`src/rtl/lane_mux_pkg.sv`:
```
package lane_mux_pkg;

    localparam int unsigned LANE_CNT = 4;
    localparam int unsigned PHASE_W  = $clog2(LANE_CNT);

    typedef enum logic [1:0] {
        RATIO_ONE  = 2'b00,
        RATIO_TWO  = 2'b01,
        RATIO_FOUR = 2'b10,
        RATIO_ALT  = 2'b11
    } ratio_e;

    typedef logic [PHASE_W-1:0] phase_t;

    // Highest phase index reached in one group for a given ratio.
    function automatic phase_t last_phase(ratio_e r);
        case (r)
            RATIO_TWO:  return phase_t'(1);
            RATIO_FOUR: return phase_t'(LANE_CNT - 1);
            default:    return '0;
        endcase
    endfunction

endpackage

```
`src/rtl/lane_hold.sv`:
```
module lane_hold
    import lane_mux_pkg::*;
#(
    parameter int unsigned W = 12,
    parameter int unsigned N = LANE_CNT
) (
    input  logic           clk_i,
    input  logic           rst_ni,
    input  logic           load_i,
    input  logic [N*W-1:0] lanes_i,
    input  phase_t         sel_i,
    output logic [W-1:0]   sample_o
);

    typedef struct packed {
        logic [N*W-1:0] lanes;
    } hold_s;

    hold_s hold_d, hold_q;
    logic [W-1:0] lane_w [N];

    always_comb begin
        hold_d = hold_q;
        if (load_i) begin
            hold_d.lanes = lanes_i;
        end
    end

    always_ff @(posedge clk_i or negedge rst_ni) begin
        if (!rst_ni) begin
            hold_q <= '0;
        end else begin
            hold_q <= hold_d;
        end
    end

    for (genvar k = 0; k < N; k++) begin : g_lane
        assign lane_w[k] = hold_q.lanes[k*W +: W];
    end

    assign sample_o = lane_w[sel_i];

endmodule

```
`src/rtl/phase_seq.sv`:
```
module phase_seq
    import lane_mux_pkg::*;
(
    input  logic   clk_i,
    input  logic   rst_ni,
    input  logic   restart_i,
    input  phase_t last_i,
    output phase_t phase_o
);

    typedef struct packed {
        phase_t phase;
    } seq_s;

    seq_s seq_d, seq_q;

    always_comb begin
        seq_d = seq_q;
        if (restart_i || (seq_q.phase == last_i)) begin
            seq_d.phase = '0;
        end else begin
            seq_d.phase = seq_q.phase + phase_t'(1);
        end
    end

    always_ff @(posedge clk_i or negedge rst_ni) begin
        if (!rst_ni) begin
            seq_q <= '0;
        end else begin
            seq_q <= seq_d;
        end
    end

    assign phase_o = seq_q.phase;

endmodule

```
`src/rtl/bist_ramp.sv`:
```
module bist_ramp #(
    parameter int unsigned W = 12
) (
    input  logic         clk_i,
    input  logic         rst_ni,
    input  logic         run_i,
    output logic [W-1:0] code_o
);

    typedef struct packed {
        logic [W-1:0] code;
    } ramp_s;

    ramp_s ramp_d, ramp_q;

    // Held at zero while idle, so the first code after entry is always 0.
    always_comb begin
        ramp_d = ramp_q;
        if (run_i) begin
            ramp_d.code = ramp_q.code + W'(1);
        end else begin
            ramp_d.code = '0;
        end
    end

    always_ff @(posedge clk_i or negedge rst_ni) begin
        if (!rst_ni) begin
            ramp_q <= '0;
        end else begin
            ramp_q <= ramp_d;
        end
    end

    assign code_o = ramp_q.code;

endmodule

```
`src/rtl/lane_interleaver.sv`:
```
module lane_interleaver
    import lane_mux_pkg::*;
#(
    parameter int unsigned SAMPLE_W = 12
) (
    input  logic                         clk_i,
    input  logic                         rst_ni,
    input  logic                         grp_strobe_i,
    input  logic [LANE_CNT*SAMPLE_W-1:0] lanes_i,
    input  logic [1:0]                   ratio_i,
    input  logic                         bist_i,
    output logic [SAMPLE_W-1:0]          sample_o,
    output logic                         valid_o
);

    typedef struct packed {
        ratio_e ratio;
        logic   bist;
        logic   started;
        logic   valid;
    } ctrl_s;

    ctrl_s ctrl_d, ctrl_q;

    phase_t              phase_w;
    logic [SAMPLE_W-1:0] lane_sample_w;
    logic [SAMPLE_W-1:0] ramp_code_w;
    logic [1:0]          mode_ratio_w;
    logic                mode_bist_w;

    // Settings are taken only at a group boundary.
    always_comb begin
        ctrl_d = ctrl_q;
        if (grp_strobe_i) begin
            ctrl_d.ratio   = ratio_e'(ratio_i);
            ctrl_d.bist    = bist_i;
            ctrl_d.started = 1'b1;
            ctrl_d.valid   = ctrl_q.started
                           && (ratio_i == ctrl_q.ratio)
                           && (bist_i == ctrl_q.bist);
        end
    end

    always_ff @(posedge clk_i or negedge rst_ni) begin
        if (!rst_ni) begin
            ctrl_q <= '{ratio: RATIO_ONE, bist: 1'b0, started: 1'b0, valid: 1'b0};
        end else begin
            ctrl_q <= ctrl_d;
        end
    end

    lane_hold #(
        .W (SAMPLE_W),
        .N (LANE_CNT)
    ) u_hold (
        .clk_i    (clk_i),
        .rst_ni   (rst_ni),
        .load_i   (grp_strobe_i),
        .lanes_i  (lanes_i),
        .sel_i    (phase_w),
        .sample_o (lane_sample_w)
    );

    phase_seq u_seq (
        .clk_i     (clk_i),
        .rst_ni    (rst_ni),
        .restart_i (grp_strobe_i),
        .last_i    (last_phase(ctrl_q.ratio)),
        .phase_o   (phase_w)
    );

    bist_ramp #(
        .W (SAMPLE_W)
    ) u_ramp (
        .clk_i  (clk_i),
        .rst_ni (rst_ni),
        .run_i  (ctrl_q.bist),
        .code_o (ramp_code_w)
    );

    assign mode_ratio_w = ctrl_q.ratio;
    assign mode_bist_w  = ctrl_q.bist;
    assign sample_o     = ctrl_q.bist ? ramp_code_w : lane_sample_w;
    assign valid_o      = ctrl_q.valid;

endmodule

```
`config.mk`:
```
export PLATFORM = sky130hd
export DESIGN_NAME = lane_interleaver
export DESIGN_NICKNAME = d
export VERILOG_FILES = /design/src/rtl/lane_mux_pkg.sv /design/src/rtl/lane_hold.sv /design/src/rtl/phase_seq.sv /design/src/rtl/bist_ramp.sv /design/src/rtl/lane_interleaver.sv
export SDC_FILE = /design/constraint.sdc
export NUM_CORES = 1
export LEC_CHECK = 0
export CAP_MARGIN = 10
export CELL_PAD_IN_SITES_DETAIL_PLACEMENT = 0
export CELL_PAD_IN_SITES_GLOBAL_PLACEMENT = 1
export CORE_ASPECT_RATIO = 0.7
export CORE_UTILIZATION = 50
export DETAILED_ROUTE_END_ITERATION = 7
export DONT_BUFFER_PORTS = 1
export PLACE_DENSITY = 0.82
export REMOVE_ABC_BUFFERS = 1
export SLEW_MARGIN = 0
export SYNTH_ARGS = -nofsm -noshare
export SYNTH_HDL_FRONTEND = slang
export SYNTH_SLANG_ARGS = --single-unit
```
`constraint.sdc`:
```
create_clock -name clk_i -period 1.7 [get_ports clk_i]
set_clock_uncertainty 0.05 [all_clocks]
set_input_delay 0.085 -clock clk_i [delete_from_list [all_inputs] [get_ports clk_i]]
set_output_delay 0.085 -clock clk_i [all_outputs]
set_load 0.05 [all_outputs]
```
==> impl_metrics.csv, run 1 <==
group,metric,value,unit
synthesis,synth_edf_count,0,
detailed_routing,ant_nets,0,
power,powerDensity,1030,nW/um^2
synthesis,syn_area_per_cell,13.2,um^2
power,ir_drop,0.000754,V
synthesis,synthArstFlopShare,1.00,
floorplan,ios,67,
synthesis,netlist_area,3090,um^2
sta,worst_pin_slew,0.473,ns
synthesis,synth_top_cell_area_share,0.542,
cells_and_area,finalInstanceArea,4260,um^2
floorplan,die_area,6510,um^2
floorplan,placementRows,23,
sta,fmaxAchievable,534,MHz
detailed_routing,viasPerCell,5.31,
setup_path,cp_max_fo,8,
synthesis,yosysUniqueCellTypes,30,
global_route,grt_max_degree,68,
clock_tree,clkTransAtPathRegs,0.07,ns
sta,finalSetupTns,-1.84,ns
detailed_routing,wirelength,6.76,mm
sta,slew_headroom,0.684,
placement,io_buffers,0,
setup_path,critPathCaptureType,"primary output",
sta,report.final.slew_viol_count,0,
clock_tree,cts-root-buf,"clkbuf_8",
cells_and_area,fillers,401,
sta,fin_crit_sh,1.10,
power,power.total,4.36,mW
floorplan,die_h,67.8,um
clock_tree,clockBufferDepth,2,
clock_tree,clkLatencyLatePin,0.34,ns
setup_path,endpoint,"sample_o[6]",
setup_path,reg2reg_to,"u_ramp.code_o[6]",
placement,dpl-instance-area,3400,um^2
setup_path,r2r_cells,4,
clock_tree,htreeDepth,3,
setup_path,path_class,"reg -> out",
synthesis,ys_ff_latch,67,
detailed_routing,drt_iter0_markers,73,
detailed_routing,num_vias,2046,
cells_and_area,area_growth,37.6,%
synthesis,ys.flop_type,"dfrtp_1",
synthesis,syn_inst,235,
global_route,grt_use_total,0.243,
global_route,grt_pass1_vias,2149,
status,failed_checks,"setup timing",
sta,finalSetupViolCount,12,
setup_path,critPathRequiredTime,1.56,ns
clock_tree,cts_tree,"yes",
floorplan,coreArea,5840,um^2
global_route,grt_pass1_wl,11.1,mm
job,maxCapViolCount,0,
sta,rsz0062_at_grt,"yes",
setup_path,start_kind,"flop",
global_route,overflow,0,
setup_path,rrSetupSlack,0.22,ns
synthesis,synthTopCellsByArea,"dfrtp_1 (54%), mux2_2 (18%), mux4_2 (8.7%)",
synthesis,yosys_warnings,0,
global_route,antenna_found_initial,0,
status,outcome,"complete, but fails checks",
detailed_routing,drc,0,
setup_path,cp.arrival,1.74,ns
sta,finalHoldViolCount,0,
cells_and_area,diodes,0,
power,p_leak,1.76,nW
cells_and_area,drive_above_1_share,0.387,
clock_tree,cts_setup_buffers,0,
placement,place_congestion,0.731,
setup_path,worstSetupStartpoint,"u_seq.phase_o[0]",
clock_tree,cts_num_sinks,67,
placement,hpwl,3.88,mm
floorplan,die_x,96.0,um
cells_and_area,fin_nets,361,
sta,min_period,1.87,ns
setup_path,r2r-start,"u_ramp.code_o[0]",
clock_tree,numCtsBuffers,9,
detailed_routing,wire_per_inst,17.6,um
floorplan,start_util,0.529,
synthesis,synth_top_area_cell,"dfrtp_1",
detailed_routing,drt-pass1-iter-count,4,
min_path,hold_class,"in -> reg",
sta,finalWorstSetupSlack,-0.173,ns
synthesis,ys_seq_area_frac,0.542,
cells in the mapped netlist, types with 2 or more instances:
| cell | n |
|---|---|
| clkbuf_1 | 4 |
| ha_1 | 2 |
| buf_6 | 2 |
| mux4_2 | 12 |
| buf_2 | 7 |
| o21ai_0 | 7 |
| nand2b_1 | 2 |
| dfrtp_1 | 67 |
| nand2_1 | 37 |
| xor2_1 | 3 |
| nor2_1 | 4 |
| mux2_2 | 49 |
| nand3_1 | 3 |
| xnor2_1 | 4 |
| inv_1 | 7 |
| a21oi_1 | 5 |
| nand3_2 | 2 |
| nor3_1 | 2 |
| mux2i_1 | 3 |
| or3_1 | 3 |
final cells by class:
class / instances / area [um^2] / area share
clock inverter: 6 / 65.1 / 0.0153
inverter: 7 / 26.3 / 0.00617
clock buffer: 10 / 138 / 0.0323
tap: 75 / 93.8 / 0.0221
multi-input combinational: 148 / 1360 / 0.320
timing repair buffer: 72 / 891 / 0.209
sequential: 67 / 1680 / 0.394
worst max-delay path, cell delays in order (launching register included):
cell and delay (ns):
dfrtp_2 0.41, buf_12 0.15, mux4_2 0.54, nand2_2 0.08, nand2_2 0.07, buf_12 0.15
cells in the final DEF, fill, tap and decap left out, drive strengths merged:
cell / instances
dfrtp: 67
and2: 1
mux2i: 3
o21ai: 7
dlygate4sd3: 52
a211o: 1
xor2: 3
nand2: 37
clkinv: 4
mux4: 12
a21oi: 5
mux2: 49
bufinv: 1
or4: 1
or3: 3
nor3: 2
nand2b: 2
buf: 19
o31ai: 1
inv: 7
xnor2: 4
clkinvlp: 1
clkbuf: 11
nor2: 4
or2: 1
o32ai: 1
ha: 2
a211oi: 1
o211ai: 1
nand4: 1
nand3: 5
nor4: 1
per-layer routing:
metal  global-route usage  up-vias  routed length (um)
met5                    0        -                   0
met2                0.383       49                3440
met1                0.314     1017                2910
met3               0.0890       11                 293
met4               0.0802        0                 119
li1                     -      969                   -
flip-flops by register name, summed over array words and instances, names as in the netlist:
signal / count
u_hold.hold_q: 48
u_ramp.code_o: 12
mode_ratio_w: 2
u_seq.phase_o: 2
ctrl_q: 1
mode_bist_w: 1
valid_o: 1
power breakdown:
group          leakage (nW)  switching [mW]  internal, mW  total, mW
registers             0.810          0.0982          1.73       1.83
clock network         0.102           0.620         0.716       1.34
logic                 0.852           0.556         0.641       1.20
total                  1.76            1.27          3.09       4.36
cells by family (layout without fill, tap and decap cells):
family / after synthesis / after routing / synth area share
buffers and inverters: 20 / 95 / 0.0320
DFF: 67 / 67 / 0.542
and+or+nand+nor: 58 / 58 / 0.0898
muxes: 64 / 64 / 0.276
AOI/OAI and AO/OA: 17 / 17 / 0.0324
adders and majority gates: 2 / 2 / 0.00809
xor gates and xnor gates: 7 / 7 / 0.0198
through the flow:
step | std cells | setup WS, ns | hold WS [ns] | util
2_1_floorplan | 222 | -0.460 | -0.261 | -
3_3_place_gp | 314 | 0.155 | -0.259 | 0.583
3_5_place_dp | 314 | 0.153 | -0.259 | 0.583
4_1_cts | 384 | -0.216 | 0.0384 | 0.723
5_1_grt | 385 | -0.242 | 0.0668 | 0.728
6_report | 385 | -0.173 | 0.0593 | 0.728
worst min-delay path by stage:
stage | startpoint | to | slack, ns | cells past startpoint
2_1_floorplan | rst_ni | ctrl_q[1] | -0.26 | 0
3_3_place_gp | rst_ni | u_hold.hold_q[25] | -0.26 | 0
3_5_place_dp | rst_ni | u_hold.hold_q[13] | -0.26 | 0
4_1_cts | grp_strobe_i | u_seq.phase_o[1] | 0.04 | 2
5_1_grt | grp_strobe_i | u_seq.phase_o[1] | 0.07 | 2
6_report | grp_strobe_i | u_seq.phase_o[1] | 0.06 | 2
what timing repair did:
item / 4_1_cts / 5_1_grt
hold buffers: 54 / 0
hold endpoints to repair: 122 / 0
cloned: 0 / 1
gates resized for setup: 15 / 4
pin swaps: 0 / 10
endpoints found under the setup margin: 12 / 12
(Power assumes the default switching activity.)
==> run 2, diff against run 1 <==
Settings changed: GPL_TIMING_DRIVEN from default to 1, PLACE_DENSITY 0.82 to default, PLACE_DENSITY_LB_ADDON from default to 0.12, SETUP_SLACK_MARGIN from default to 0.3.
==> impl_metrics.csv, run 2 <==
group,metric,value,unit
synthesis,synth_top_area_cell,"dfrtp_1",
status,outcome,"aborted with a tool error",
floorplan,placementRows,23,
floorplan,start_util,0.529,
floorplan,die_h,67.8,um
synthesis,synth_top_cell_area_share,0.542,
clock_tree,htreeDepth,3,
synthesis,syn_area_per_cell,13.2,um^2
synthesis,synthTopCellsByCount,"dfrtp_1 (67), mux2_2 (49), nand2_1 (37), mux4_2 (12)",
synthesis,ys_ff_latch,67,
clock_tree,cts_resized,22,
synthesis,synth_top_family_by_area,"multiplexers",
synthesis,netlist_area,3090,um^2
placement,hpwl,4.19,mm
synthesis,ys_seq_area_frac,0.542,
status,error_line,"[ERROR RSZ-0060] Max buffer count reached.",
clock_tree,cts-root-buf,"clkbuf_8",
synthesis,synth_edf_count,0,
status,lastStage,"clock tree synthesis",
synthesis,synth.most_common_cell,"dfrtp_1",
synthesis,syn_inst,235,
clock_tree,clockBufferDepth,2,
synthesis,muxShareOfSynthArea,0.276,
synthesis,synth-xor-area-share,0.0198,
synthesis,synthTopCellsByArea,"dfrtp_1 (54%), mux2_2 (18%), mux4_2 (8.7%)",
placement,place_congestion,0.738,
placement,io_buffers,0,
clock_tree,cts_setup_buffers,3,
floorplan,ios,67,
clock_tree,cts_num_sinks,67,
synthesis,ys.flop_type,"dfrtp_1",
synthesis,yosys.area_share.simple,0.0898,
placement,dpl-instance-area,3410,um^2
synthesis,synthArstFlopShare,1.00,
synthesis,yosysUniqueCellTypes,30,
synthesis,synth-compound-area-share,0.0324,
synthesis,yosys_warnings,0,
clock_tree,numCtsBuffers,9,
synthesis,synthAdderAreaFrac,0.00809,
clock_tree,hold_buffers,101,
floorplan,die_x,96.0,um
run 2: cell counts after synthesis:
Identical to the previous run, type by type.
run 2: logic make-up after synthesis:
kind of cell    Yosys count
xor+xnor                  7
mux                      64
flops                    67
compound gates           17
buf+inv                  20
fa+ha+maj                 2
simple gates             58
run 2: per-stage QoR:
stage	worst slack (ns)	instances	TNS, ns	hold WS, ns	utilization
detailed placement	0.146	316	0	-0.260	0.583
global placement	0.174	316	0	-0.259	0.583
floorplan	-0.460	222	-2.15	-0.261	-
==> run 3, diff against run 2 <==
Settings changed: CELL_PAD_IN_SITES_DETAIL_PLACEMENT 0 to default, CELL_PAD_IN_SITES_GLOBAL_PLACEMENT 1 to default, CORE_ASPECT_RATIO 0.7 to default, CORE_UTILIZATION 50 to 40, PLACE_DENSITY_LB_ADDON 0.12 to 0.15, SETUP_SLACK_MARGIN 0.3 to default.
==> impl_metrics.csv, run 3 (synthesis gave the netlist of run 1 again) <==
group,metric,value,unit
status,outcome,"complete, but fails checks",
status,failed_checks,"setup timing",
cells_and_area,layout_common_cells,"dfrtp_1 (67), dlygate4sd3_1 (52), mux2_2 (49), nand2_1 (24), nand2_2 (13)",
floorplan,die_x,89.9,um
floorplan,coreArea,7370,um^2
setup_path,critPathCaptureType,"primary output",
job,maxCapViolCount,0,
cells_and_area,fin_nets,361,
detailed_routing,drc,0,
detailed_routing,drt-pass1-iter-count,4,
sta,finalHoldViolCount,0,
cells_and_area,post-route-util,0.574,
setup_path,path_class,"reg -> out",
clock_tree,cts_num_sinks,67,
global_route,grt_use_total,0.171,
detailed_routing,drt_iter0_markers,99,
sta,worst_pin_slew,0.482,ns
placement,hpwl,3.81,mm
cells_and_area,drive_above_1_share,0.368,
detailed_routing,wire_per_inst,15.5,um
cells_and_area,fillers,619,
power,p_leak,1.74,nW
clock_tree,cts-root-buf,"clkbuf_8",
setup_path,cp.arrival,1.75,ns
power,powerDensity,986,nW/um^2
setup_path,cp_max_fo,8,
global_route,grt_pass1_vias,2158,
global_route,overflow,0,
clock_tree,clkTransAtPathRegs,0.07,ns
sta,min_period,1.89,ns
detailed_routing,num_vias,2012,
sta,rsz0062_at_grt,"yes",
setup_path,critPathRequiredTime,1.56,ns
detailed_routing,ant_nets,0,
floorplan,placementRows,31,
cells_and_area,final_common_cell,"dfrtp_1",
power,ir_drop,0.000532,V
sta,report.final.slew_viol_count,0,
sta,fmaxAchievable,530,MHz
global_route,antenna_found_initial,0,
clock_tree,cts_tree,"yes",
floorplan,start_util,0.420,
cells_and_area,largest_reg_flops,48,
placement,io_buffers,0,
detailed_routing,viasPerCell,4.92,
sta,fin_crit_sh,1.11,
floorplan,die_h,89.9,um
cells_and_area,diodes,0,
sta,finalSetupTns,-2.12,ns
min_path,hold_class,"in -> reg",
cells_and_area,finalInstanceArea,4230,um^2
sta,finalSetupViolCount,12,
detailed_routing,wirelength,6.33,mm
global_route,grt_max_degree,68,
placement,place_congestion,0.667,
floorplan,die_area,8080,um^2
clock_tree,htreeDepth,3,
floorplan,ios,67,
sta,finalWorstSetupSlack,-0.185,ns
global_route,grt_pass1_wl,10.9,mm
clock_tree,clockBufferDepth,2,
sta,slew_headroom,0.678,
cells_and_area,regMostFlops,"u_hold.hold_q",
clock_tree,numCtsBuffers,9,
cells_and_area,area_growth,36.9,%
setup_path,start_kind,"flop",
placement,dpl-instance-area,3400,um^2
clock_tree,clkLatencyLatePin,0.33,ns
## run 3: worst paths after layout
check,start,to,slack (ns),cells past startpoint
setup / recovery,u_seq.phase_o[0],sample_o[4],-0.19,5
hold / removal,grp_strobe_i,u_seq.phase_o[1],0.07,2
setup reg to reg,u_ramp.code_o[0],u_ramp.code_o[6],0.22,4
hold reg to reg,ctrl_q[1],ctrl_q[1],0.43,1
max in group asynchronous,rst_ni,mode_ratio_w[0],1.04,2
min in group asynchronous,rst_ni,u_hold.hold_q[38],0.26,2
## run 3: final cells by class
cell class	instances	area, um^2	area share
sequential	67	1680	0.396
multi-input combinational	148	1350	0.320
timing repair buffer	72	873	0.206
clock buffer	12	155	0.0367
tap	99	124	0.0293
inverter	7	26.3	0.00621
clock inverter	4	25.0	0.00591
## run 3: per-stage QoR
step / hold slack, ns / power [mW] / std cells / setup slack [ns]
3_3_place_gp: -0.259 / 2.78 / 337 / 0.177
6_report: 0.0660 / 4.17 / 409 / -0.185
4_1_cts: -0.630 / 4.14 / 405 / -0.209
3_5_place_dp: -0.259 / 2.79 / 337 / 0.168
5_1_grt: 0.0822 / 4.39 / 409 / -0.281
2_1_floorplan: -0.261 / 2.43 / 222 / -0.460
## run 3: power breakdown
group	switching (mW)	internal, mW
clock	0.584	0.604
combinational	0.534	0.623
sequential	0.0963	1.73
## run 3: critical path: stages, from the launching register on
cell     delay (ns)
dfrtp_1        0.43
buf_12         0.17
mux4_2         0.52
nand2_2        0.09
o21ai_2        0.05
buf_6          0.16
## run 3: timing repair
item | in CTS | in global routing
endpoints found under the setup margin | 12 | 12
setup buffers | 0 | 1
resized for setup | 11 | 5
gates cloned | 0 | 1
pin swaps | 0 | 2
hold buffers | 52 | 2
endpoints found under the hold margin | 122 | 67
## run 3: layer usage
layer,track usage,up-vias,wire length (um),share of wire
met5,0,-,0,0
met4,0.0524,0,68,0.011
met3,0.0525,7,258,0.041
met2,0.271,36,3080,0.49
met1,0.227,994,2930,0.46
li1,-,975,-,-
==> run 4, diff against run 3 <==
Settings changed: ABC_CLOCK_PERIOD_IN_PS from default to 1700, MAX_ROUTING_LAYER from default to met4, SKIP_CTS_REPAIR_TIMING from default to 1.
==> impl_metrics.csv, run 4 (synthesis gave the netlist of run 1 again) <==
group,metric,value,unit
floorplan,ios,67,
clock_tree,cts_num_sinks,67,
min_path,hold_class,"in -> reg",
placement,dp_cells,337,
sta,finalSetupViolCount,12,
power,ir_drop,0.000521,V
cells_and_area,area_growth,37.2,%
cells_and_area,regMostFlops,"u_hold.hold_q",
min_path,worstHoldStart,"grp_strobe_i",
global_route,grt_use_total,0.163,
power,power.total,4.16,mW
clock_tree,clkLatencyLatePin,0.33,ns
global_route,grt_max_degree,68,
setup_path,critPathRequiredTime,1.56,ns
setup_path,critPathCaptureType,"primary output",
min_path,worstHoldEndpoint,"u_seq.phase_o[1]",
setup_path,cp_max_fo,5,
floorplan,die_h,89.9,um
setup_path,path_class,"reg -> out",
floorplan,start_util,0.420,
power,p_leak,1.75,nW
sta,fmaxAchievable,525,MHz
setup_path,start_kind,"flop",
placement,io_buffers,0,
setup_path,r2r_cells,4,
detailed_routing,drt-pass1-iter-count,4,
global_route,antenna_found_initial,0,
power,p_int,2.96,mW
setup_path,cp.arrival,1.77,ns
sta,min_period,1.91,ns
floorplan,placementRows,31,
sta,worst_pin_slew,0.475,ns
detailed_routing,num_vias,2028,
placement,hpwl,3.81,mm
cells_and_area,layout.cells.non_filler,410,
setup_path,reg2reg_to,"mode_bist_w",
clock_tree,htreeDepth,3,
detailed_routing,ant_nets,0,
detailed_routing,drc,0,
sta,finalHoldViolCount,0,
cells_and_area,layout_common_cells,"dfrtp_1 (67), dlygate4sd3_1 (53), mux2_2 (49), nand2_1 (25)",
global_route,grt_pass1_vias,1880,
detailed_routing,viasPerCell,4.95,
power,pwr-share-clk,0.284,
cells_and_area,finalInstanceArea,4240,um^2
floorplan,coreArea,7370,um^2
detailed_routing,wirelength,6.35,mm
power,seq_power_share,0.439,
cells_and_area,diodes,0,
detailed_routing,wire_per_inst,15.5,um
clock_tree,cts_tree,"yes",
sta,report.final.slew_viol_count,0,
global_route,grt_pass1_wl,9.94,mm
status,outcome,"complete, but fails checks",
setup_path,r2r-start,"mode_bist_w",
placement,dpl-instance-area,3400,um^2
power,powerDensity,982,nW/um^2
sta,fin_crit_sh,1.12,
status,failed_checks,"setup timing",
global_route,overflow,0,
cells_and_area,fin_nets,362,
sta,holdWs,0.0589,ns
floorplan,die_x,89.9,um
cells_and_area,final_common_cell,"dfrtp_1",
floorplan,die_area,8080,um^2
cells_and_area,largest_reg_flops,48,
sta,rsz0062_at_grt,"yes",
sta,finalWorstSetupSlack,-0.206,ns
power,swShare,0.289,
detailed_routing,drt_iter0_markers,107,
clock_tree,numCtsBuffers,9,
clock_tree,clkTransAtPathRegs,0.07,ns
job,maxCapViolCount,0,
cells_and_area,drive_above_1_share,0.363,
clock_tree,cts-root-buf,"clkbuf_8",
setup_path,rrSetupSlack,0.14,ns
min_path,holdPathStages,2,
power,combPwrFrac,0.278,
placement,place_congestion,0.673,
clock_tree,clockBufferDepth,2,
sta,slew_headroom,0.684,
power,switchingPower,1.20,mW
placement,dp_slack,0.168,ns
run 4: power by group through the flow:
stage | Sequential, mW | Clock, mW | Combinational, mW
after floorplan | 1.86 | 0 | 0.563
after global placement | 1.85 | 0 | 0.928
after detailed placement | 1.85 | 0 | 0.936
after CTS | 1.82 | 1.23 | 0.937
after global routing | 1.85 | 1.30 | 1.23
final | 1.83 | 1.18 | 1.16
run 4: metal layers:
layer / wire length (um) / up-vias / part of all wire / global-route usage
met5: 0 / - / 0 / -
met4: 76 / 0 / 0.012 / 0.0524
met3: 230 / 8 / 0.036 / 0.0541
met2: 3120 / 44 / 0.49 / 0.235
met1: 2920 / 995 / 0.46 / 0.219
li1: - / 981 / - / -
run 4: final cells by class:
cell class / count / area (um^2)
fill: 622 / 3130
multi-input combinational: 148 / 1350
sequential: 67 / 1680
inverter: 7 / 26.3
clock inverter: 4 / 25.0
tap: 99 / 124
timing repair buffer: 73 / 883
clock buffer: 12 / 155
run 4: worst max-delay path: stages, from the launching register on:
cell,delay [ns]
dfrtp_1,0.43
clkbuf_16,0.19
mux4_2,0.49
nand2_1,0.11
nand2_2,0.08
buf_12,0.15
run 4: worst max-delay path by stage:
stage	start	to	slack (ns)	cells past startpoint
finish	u_seq.phase_o[0]	sample_o[1]	-0.21	5
global placement	u_seq.phase_o[0]	sample_o[4]	0.18	5
global route	u_seq.phase_o[0]	sample_o[4]	-0.29	5
floorplan	mode_bist_w	sample_o[4]	-0.46	2
detailed placement	u_seq.phase_o[0]	sample_o[4]	0.17	5
CTS	u_seq.phase_o[0]	sample_o[4]	-0.21	5
run 4: per-stage QoR:
stage / util / setup TNS [ns]
finish: 0.575 / -2.14
global route: 0.575 / -3.19
CTS: 0.486 / -2.21
floorplan: - / -2.15
global placement: 0.461 / 0
detailed placement: 0.461 / 0
